## src/rtl/sigbus_pkg.sv

```systemverilog
package sigbus_pkg;

  // True when an octet position falls in the trailing signaling window.
  function automatic bit in_sig_window(input int pos, input int oct_bits, input int sig_bits);
    return (pos >= oct_bits - sig_bits) && (pos < oct_bits);
  endfunction

  // Nibble bit carried at an octet position (A is the nibble MSB).
  function automatic int sig_index(input int pos, input int oct_bits);
    return oct_bits - 1 - pos;
  endfunction

  // Channel that follows a given one, wrapping at the frame end.
  function automatic int next_channel(input int ch, input int num_ch);
    return (ch == num_ch - 1) ? 0 : ch + 1;
  endfunction

endpackage

```

## src/rtl/sigbus_timer.sv

```systemverilog
module sigbus_timer #(
  parameter int NUM_CH   = 32,
  parameter int OCT_BITS = 8,
  localparam int CH_W    = $clog2(NUM_CH),
  localparam int POS_W   = $clog2(OCT_BITS)
) (
  input  logic             clk,
  input  logic             rst_n,
  input  logic             frame_start,
  output logic [POS_W-1:0] cur_pos,
  output logic [CH_W-1:0]  cur_ch,
  output logic             oct_last
);
  import sigbus_pkg::*;

  localparam logic [POS_W-1:0] LAST_POS = POS_W'(OCT_BITS - 1);

  logic [POS_W-1:0] pos_q;
  logic [CH_W-1:0]  ch_q;

  assign cur_pos  = frame_start ? '0 : pos_q;
  assign cur_ch   = frame_start ? '0 : ch_q;
  assign oct_last = (cur_pos == LAST_POS);

  always_ff @(posedge clk) begin
    if (!rst_n) begin
      pos_q <= '0;
      ch_q  <= '0;
    end else if (oct_last) begin
      pos_q <= '0;
      ch_q  <= CH_W'(next_channel(int'(cur_ch), NUM_CH));
    end else begin
      pos_q <= cur_pos + 1'b1;
      ch_q  <= cur_ch;
    end
  end

endmodule

```

## src/rtl/sigbus_capture.sv

```systemverilog
module sigbus_capture #(
  parameter int CH_W     = 5,
  parameter int POS_W    = 3,
  parameter int OCT_BITS = 8,
  parameter int SIG_BITS = 4
) (
  input  logic                clk,
  input  logic                rst_n,
  input  logic                en,
  input  logic [POS_W-1:0]    cur_pos,
  input  logic [CH_W-1:0]     cur_ch,
  input  logic                oct_last,
  input  logic                sig_in,
  output logic [SIG_BITS-1:0] nib,
  output logic [CH_W-1:0]     nib_ch,
  output logic                nib_vld
);
  import sigbus_pkg::*;

  localparam logic [POS_W-1:0] FIRST_POS = POS_W'(OCT_BITS - SIG_BITS);

  logic [SIG_BITS-1:0] acc_q;
  logic                win;
  logic                win_first;
  logic [SIG_BITS-1:0] acc_next;

  assign win       = in_sig_window(int'(cur_pos), OCT_BITS, SIG_BITS);
  assign win_first = (cur_pos == FIRST_POS);
  // First window bit starts a fresh nibble, dropping any stale partial bits.
  assign acc_next  = win_first ? {{(SIG_BITS-1){1'b0}}, sig_in}
                               : {acc_q[SIG_BITS-2:0], sig_in};

  always_ff @(posedge clk) begin
    if (!rst_n) begin
      acc_q   <= '0;
      nib     <= '0;
      nib_ch  <= '0;
      nib_vld <= 1'b0;
    end else begin
      if (win) acc_q <= acc_next;
      nib_vld <= en && oct_last;
      if (en && oct_last) begin
        nib    <= acc_next;
        nib_ch <= cur_ch;
      end
    end
  end

endmodule

```

## src/rtl/sigbus_drive.sv

```systemverilog
module sigbus_drive #(
  parameter int POS_W    = 3,
  parameter int OCT_BITS = 8,
  parameter int SIG_BITS = 4
) (
  input  logic                en,
  input  logic [POS_W-1:0]    cur_pos,
  input  logic [SIG_BITS-1:0] nib_in,
  output logic                ser_out
);
  import sigbus_pkg::*;

  localparam int IDX_W = (SIG_BITS > 1) ? $clog2(SIG_BITS) : 1;

  logic             win;
  logic [IDX_W-1:0] idx;

  assign win = in_sig_window(int'(cur_pos), OCT_BITS, SIG_BITS);
  assign idx = IDX_W'(sig_index(int'(cur_pos), OCT_BITS));

  always_comb begin
    if (!en)      ser_out = (cur_pos == '0);
    else if (win) ser_out = nib_in[idx];
    else          ser_out = 1'b0;
  end

endmodule

```

## src/rtl/sigbus_port.sv

```systemverilog
module sigbus_port #(
  parameter int NUM_CH   = 32,
  parameter int OCT_BITS = 8,
  parameter int SIG_BITS = 4,
  localparam int CH_W    = $clog2(NUM_CH),
  localparam int POS_W   = $clog2(OCT_BITS)
) (
  input  logic                clk,
  input  logic                rst_n,
  input  logic                frac_en,
  input  logic                frame_start,
  input  logic                tx_sig_in,
  input  logic [SIG_BITS-1:0] rx_nib_in,
  output logic [CH_W-1:0]     ch_idx,
  output logic [POS_W-1:0]    bit_idx,
  output logic [SIG_BITS-1:0] tx_nib,
  output logic [CH_W-1:0]     tx_nib_ch,
  output logic                tx_nib_vld,
  output logic                rx_sig_out
);

  logic oct_last;

  sigbus_timer #(.NUM_CH(NUM_CH), .OCT_BITS(OCT_BITS)) u_timer (
    .clk        (clk),
    .rst_n      (rst_n),
    .frame_start(frame_start),
    .cur_pos    (bit_idx),
    .cur_ch     (ch_idx),
    .oct_last   (oct_last)
  );

  sigbus_capture #(.CH_W(CH_W), .POS_W(POS_W), .OCT_BITS(OCT_BITS), .SIG_BITS(SIG_BITS)) u_capture (
    .clk     (clk),
    .rst_n   (rst_n),
    .en      (frac_en),
    .cur_pos (bit_idx),
    .cur_ch  (ch_idx),
    .oct_last(oct_last),
    .sig_in  (tx_sig_in),
    .nib     (tx_nib),
    .nib_ch  (tx_nib_ch),
    .nib_vld (tx_nib_vld)
  );

  sigbus_drive #(.POS_W(POS_W), .OCT_BITS(OCT_BITS), .SIG_BITS(SIG_BITS)) u_drive (
    .en     (frac_en),
    .cur_pos(bit_idx),
    .nib_in (rx_nib_in),
    .ser_out(rx_sig_out)
  );

endmodule

```

## config.mk

```make
export PLATFORM = sky130hd
export DESIGN_NAME = sigbus_port
export DESIGN_NICKNAME = d
export VERILOG_FILES = /design/src/rtl/sigbus_pkg.sv /design/src/rtl/sigbus_timer.sv /design/src/rtl/sigbus_capture.sv /design/src/rtl/sigbus_drive.sv /design/src/rtl/sigbus_port.sv
export SDC_FILE = /design/constraint.sdc
export NUM_CORES = 1
export LEC_CHECK = 0
export ABC_AREA = 1
export BUFFER_PORTS_ARGS = -buffer_cell sky130_fd_sc_hd__buf_4
export CORE_ASPECT_RATIO = 1.1
export CORE_UTILIZATION = 49
export CTS_CLUSTER_DIAMETER = 100
export DETAILED_ROUTE_END_ITERATION = 16
export GPL_ROUTABILITY_DRIVEN = 0
export PLACE_DENSITY_LB_ADDON = 0.05
export SYNTH_ARGS = -nofsm -noshare
export SYNTH_HDL_FRONTEND = slang
export SYNTH_SLANG_ARGS = --single-unit
export TNS_END_PERCENT = 50
```

## constraint.sdc

```tcl
create_clock -name clk -period 1.8 [get_ports clk]
set_input_delay 0.36 -clock clk [delete_from_list [all_inputs] [get_ports clk]]
set_output_delay 0.36 -clock clk [all_outputs]
set_load 0.005 [all_outputs]
```

Word-level counts from Yosys, hierarchy flattened
Cells that the tools add are included.

operators by class
  add/subtract/negate cells = 3
  $mul = 0
  div/mod/pow operators = 0
  $lt $le $gt $ge = 2
  equality and inequality tests = 3
  shift-type cells = 0
  mux-type cells = 9
  bitwise gates (word level) = 1
  reduce and logical (&&, ||, !) cells = 3

operators by type and width
  cell                   number
  $mux W5                3
  $eq A3 B3 Y1 const B   2
  $add A5 B1 Y5 const B  1
  $eq A5 B1 Y1 const B   1
  $mux W4                1
  $add A3 B1 Y3 const B  1
  $ge A3 B3 Y1 const B   1
  $logic_not A3 Y1       1
  $lt A2 B3 Y1 const B   1
  $mux W1                3
  $mux W3                1
  $bmux W1 S2            1
  $reduce_or A2 Y1       1
  $sub A2 B2 Y2 const A  1
  $logic_and A1 B1 Y1    1
  $not A1 Y1             1

storage, ports and cells
  register bits = 21
  bits in latches = 0
  bits in writable memories = 0
  ROM bits = 0
  bits of input ports = 9
  memories = 0

Longest topological paths before layout
  word-level depth = 6
  depth in mapped cells = 12
  gate-level depth less buffers = 11

Hierarchy
From an unflattened synthesis, not the netlist that was laid out.

unflattened totals
  cell total of the unflattened synthesis = 133
  area, all modules = 960.9 um2

modules (own cells, without submodules)
  module          times used  cells an instance  area an instance (um2)
  sigbus_capture  1           61                 488.0
  sigbus_timer    1           58                 412.9
  sigbus_drive    1           14                 60.1

Worst setup path before layout
Ideal clock, no wire load.

  path kind = input-to-reg
  start = input frame_start
  end = register u_capture.nib[3]
  setup time = 0.119 ns
  arrival time = 1.489 ns
  data required time = 1.681 ns
  setup slack = 0.192 ns
  stages = 11
  cell sequence = inv_2 -> buf_6 -> nand2_4 -> inv_1 -> ha_1 -> ha_1 -> nand2_1 -> inv_2 -> buf_6 -> o21ai_0 -> a21oi_1

on the way
  longest elaborated chain between the ends = 3
  elaborated cells between the ends (all ways) = 5
  classes of those cells = 2 x eq/ne; 2 x mux; 1 x reduce/logical

ends and longest elaborated chain
  what                                                   RTL line                                    source
  start: declaration                                     sigbus_port.sv:11                           input logic frame_start,
  $mux W3 *                                              sigbus_timer.sv:21                          assign cur_pos = frame_start ? '0 : pos_q;
  via bit_idx[0]                                         sigbus_port.sv:15                           output logic [POS_W-1:0] bit_idx,
  $eq A3 B3 Y1 (on tied branches)                        sigbus_capture.sv:28, sigbus_timer.sv:23
  $mux W4 / $logic_and A1 B1 Y1 (equally long branches)  sigbus_capture.sv:30, sigbus_capture.sv:42
  end signal: assignment                                 sigbus_capture.sv:43                        nib <= acc_next;
  end: declaration                                       sigbus_capture.sv:14                        output logic [SIG_BITS-1:0] nib,

Mark *: on every way through the listed nets, which the timed path passes. The rest lies on a longest branch.
A chain may end at the register's enable or synchronous reset.

Final worst setup path
  start = register u_timer.pos_q[0]
  end = output rx_sig_out

on the way
  longest elaborated chain between the ends = 6
  elaborated cells between the ends (all ways) = 8
  classes of those cells = 1 x add/sub; 1 x order compare; 5 x mux; 1 x reduce/logical

ends and longest elaborated chain
  what                           RTL line            source
  start: declaration             sigbus_timer.sv:18  logic [POS_W-1:0] pos_q;
  start signal: assignment       sigbus_timer.sv:33  pos_q <= cur_pos + 1'b1;
  $mux W3 *                      sigbus_timer.sv:21
  $sub A2 B2 Y2                  sigbus_pkg.sv:10    return oct_bits - 1 - pos;
  $bmux W1 S2                    sigbus_drive.sv:23  else if (win) ser_out = nib_in[idx];
  $mux W1 (implied by the code)  sigbus_drive.sv:23
  $mux W1                        sigbus_drive.sv:23
  $mux W1 *                      sigbus_drive.sv:22  if (!en) ser_out = (cur_pos == '0);
  end: declaration               sigbus_port.sv:19   output logic rx_sig_out

Every way passes the cells marked *; elsewhere a longest branch is shown, timed or not. The select of a mux whose other input is x is not followed.

==> out/qor.csv <==
metric,value,unit
Nets,171,
Clock Power Share,0.303,
WHS Endpoint,u_capture.acc_q[0],
final hold slack,0.2809,ns
Overall Global Routing Usage,0.1943,
Crit. End Element,output pin,
most common cell in the synthesized netlist,dfxtp_1,
Residual DRC,0,
CTS tree,yes,
Congestion Overflow GR,0,
Syn Std Cell Area,979.7,µm²
Syn Area/Cell,7.654,µm²
Synth Register Bits,21,
root buffer cell,clkbuf_4,
Synth Area in Compound Gates,0.1494,
Rows,16,
max cap viols,0,
worst hold start,tx_sig_in,
hold path depth,3,
CTS sink cnt,21,
met2 WL,940,µm
DRT met1 WL,823,µm
CP Cell Sequence,or2_2 > nand2_1 > nand2_1 > nand3_1 > nand2_1 > buf_4,
"top cells by area, synth","dfxtp_1, inv_1, nand2_1",
largest net degree at the start of global routing,17,
slowest cell on the critical path,dfxtp_1,
Main synth FF type,dfxtp_1,
routed wire length,1884,µm
post-layout util,0.6717,
Crit path top cell by count,nand2_1,
antenna-violating nets left,0,
# hold bufs at CTS,0,
WP buf/inv,1,
maximum vdd drop,0.4276,mV
mux share of post-synthesis cell area,0,
Max Freq,599.3,MHz
"worst slack, placed",0.02075,ns
share of the synthesized area in the top cell type,0.4291,
RR Startpoint,u_timer.pos_q[0],
setup TNS,0,ns
Post-Synth Simple-Gate Area,0.2503,
"Setup Fix Bufs, Post-CTS",0,
sequential area share after synthesis,0.4291,
vias,887,
Worst R2R Setup Slack,0.21,ns
P&R area growth vs syn,24.90,%
DP HPWL,1507,µm
layout cell share with drive strength beyond 1,0.3057,
Worst path max stage delay,0.37,ns
Routed wire per std cell,10.24,µm
Ys Warns,0,
Final min period,1.669,ns
Post-Synth XOR/XNOR Area,0,
Slew @ Worst Pin,0.2103,ns
htree depth,1,
gate family responsible for the most delay along the worst path,simple AND/OR/NAND/NOR gates,
Clock transition at path regs,0.13,ns
Slew HR,0.8595,
Core Region,0.001822,mm²
deepest clock path buffer count,2,
logic gate share of total power,0.077,
"Hold Vio Cnt, Final",0,
post-synth cell types,22,
Reg-to-Reg End,u_capture.nib[3],
Via density,4.821,
largest family of logic cells by synthesized area,simple AND/OR/NAND/NOR gates,
FF-to-FF path depth,8,
Hold Path Class,input port to flip-flop,
LEAKAGE,0.0006500,µW
# diodes,0,
asr flop ratio synth,0,
sw frac,0.2379,
Filler Cell Count,169,
Internal,579.4,µW
die area,0.002182,mm²
Pwr Total,760.3,µW
syn nets,141,
status,completed,
Final Setup Violations,0,
final slew viol count,0,
Initial DRC Count,9,
Post-synth EDFFs,0,
Setup Skew,0.01033,ns
pwr dens,621.3,mW/mm²
top layer reached by signal wires,met4,
largest area contributor in the netlist,dfxtp_1,
critical path class,flip-flop to output pin,
Chip Width,44.64,µm
Startpoint Class,flip-flop,
worst skew pair latency,0.31,ns
metal3 WL,67,µm
initial antenna violation count,0,
CTS Buf Count,3,
Final WS setup,0.1315,ns
Tcrit/Tclk final,0.9270,
Post-Syn Instances,128,
first-pass GRT wire length,3243,µm
Resized cells post-CTS,0,
unrepaired setup endpoints after global routing,false,
Switch Pwr,180.9,µW
commonest cells in the netlist,"dfxtp_1, inv_1, nand2_1",
arrival time worst endpoint,1.31,ns
post-synthesis adder-cell area fraction,0.05109,
power share of the sequential group,0.619,
vias in the first global route,858,
IO buf count,27,
TritonRoute pass-1 iters,4,
Die Span Y,48.90,µm
Critical Path Fanout Max,4,
Starting Density,0.5378,
Crit path required time,1.44,ns
Ports,28,
==> worst min-delay path, delay by kind of cell <==
kind | cells | cell delay [ns]
buf+inv | 1 | 0.09
simple gates | 2 | 0.12
==> power groups by stage <==
stage	clock network, µW	registers (µW)	logic (µW)
after global placement	0	481	58.5
after CTS	236	471	59.2
final	230	471	58.9
after global routing	253	472	65.8
after floorplan	0	481	31.2
after detailed placement	0	481	58.9
==> area by class of cell <==
cell class / instances / area, µm² / area share
multi-input cells: 81 / 441.7 / 0.3609
flip-flops and latches: 21 / 420.4 / 0.3436
repair buffers: 29 / 217.7 / 0.1779
inverters: 22 / 82.58 / 0.06748
well taps: 27 / 33.78 / 0.02761
clock buffers: 3 / 22.52 / 0.01840
clock inverters: 1 / 5.005 / 0.004090
==> per-stage QoR <==
| stage | instances | area [µm²] |
|---|---|---|
| detailed placement | 180 | 1196 |
| floorplan | 128 | 979.7 |
| global route | 184 | 1224 |
| global placement | 180 | 1196 |
| CTS | 184 | 1224 |
| finish | 184 | 1224 |
==> routing by layer <==
| layer | global-route usage | up-vias |
|---|---|---|
| li1 | - | 468 |
| met1 | 0.2155 | 385 |
| met2 | 0.3505 | 27 |
| met3 | 0.02222 | 7 |
| met4 | 0.09596 | 0 |
| met5 | 0 | - |
==> flip-flops by register name (all words and copies together), names as in the netlist <==
signal             flops
u_timer.ch_q           5
u_timer.pos_q          3
u_capture.nib          4
u_capture.nib_ch       5
u_capture.acc_q        3
u_capture.nib_vld      1
==> placed cells by master, fill, tap and decap left out <==
cell type  count
buf_4         29
dfxtp_1       21
inv_1         19
nand2_1       18
o21ai_0       13
nor2_1        12
a21oi_1       11
nand3_1        9
nand2_2        4
ha_1           4
inv_2          3
clkbuf_4       3
nand2_4        2
nor2_4         1
nor2_2         1
or2_2          1
nand3_2        1
nand4_1        1
o21ai_1        1
o21ai_2        1
a211oi_2       1
clkinv_2       1
==> how the worst max path moves through the flow <==
stage | startpoint | to | cells after the start
2_1_floorplan | frame_start | u_capture.nib[3] | 11
3_3_place_gp | frame_start | u_capture.nib_ch[0] | 10
3_5_place_dp | frame_start | u_capture.nib[1] | 10
4_1_cts | u_timer.pos_q[0] | rx_sig_out | 6
5_1_grt | u_timer.pos_q[2] | rx_sig_out | 7
6_report | u_timer.pos_q[0] | rx_sig_out | 6
==> cells by family after synthesis <==
kind of cell,Yosys count
flip-flops,21
adder cells (fa/ha/maj),4
buffers and inverters,26
AO/OA/AOI/OAI,27
AND/OR/NAND/NOR,50
No activity file was read; power rests on OpenSTA's default activity.
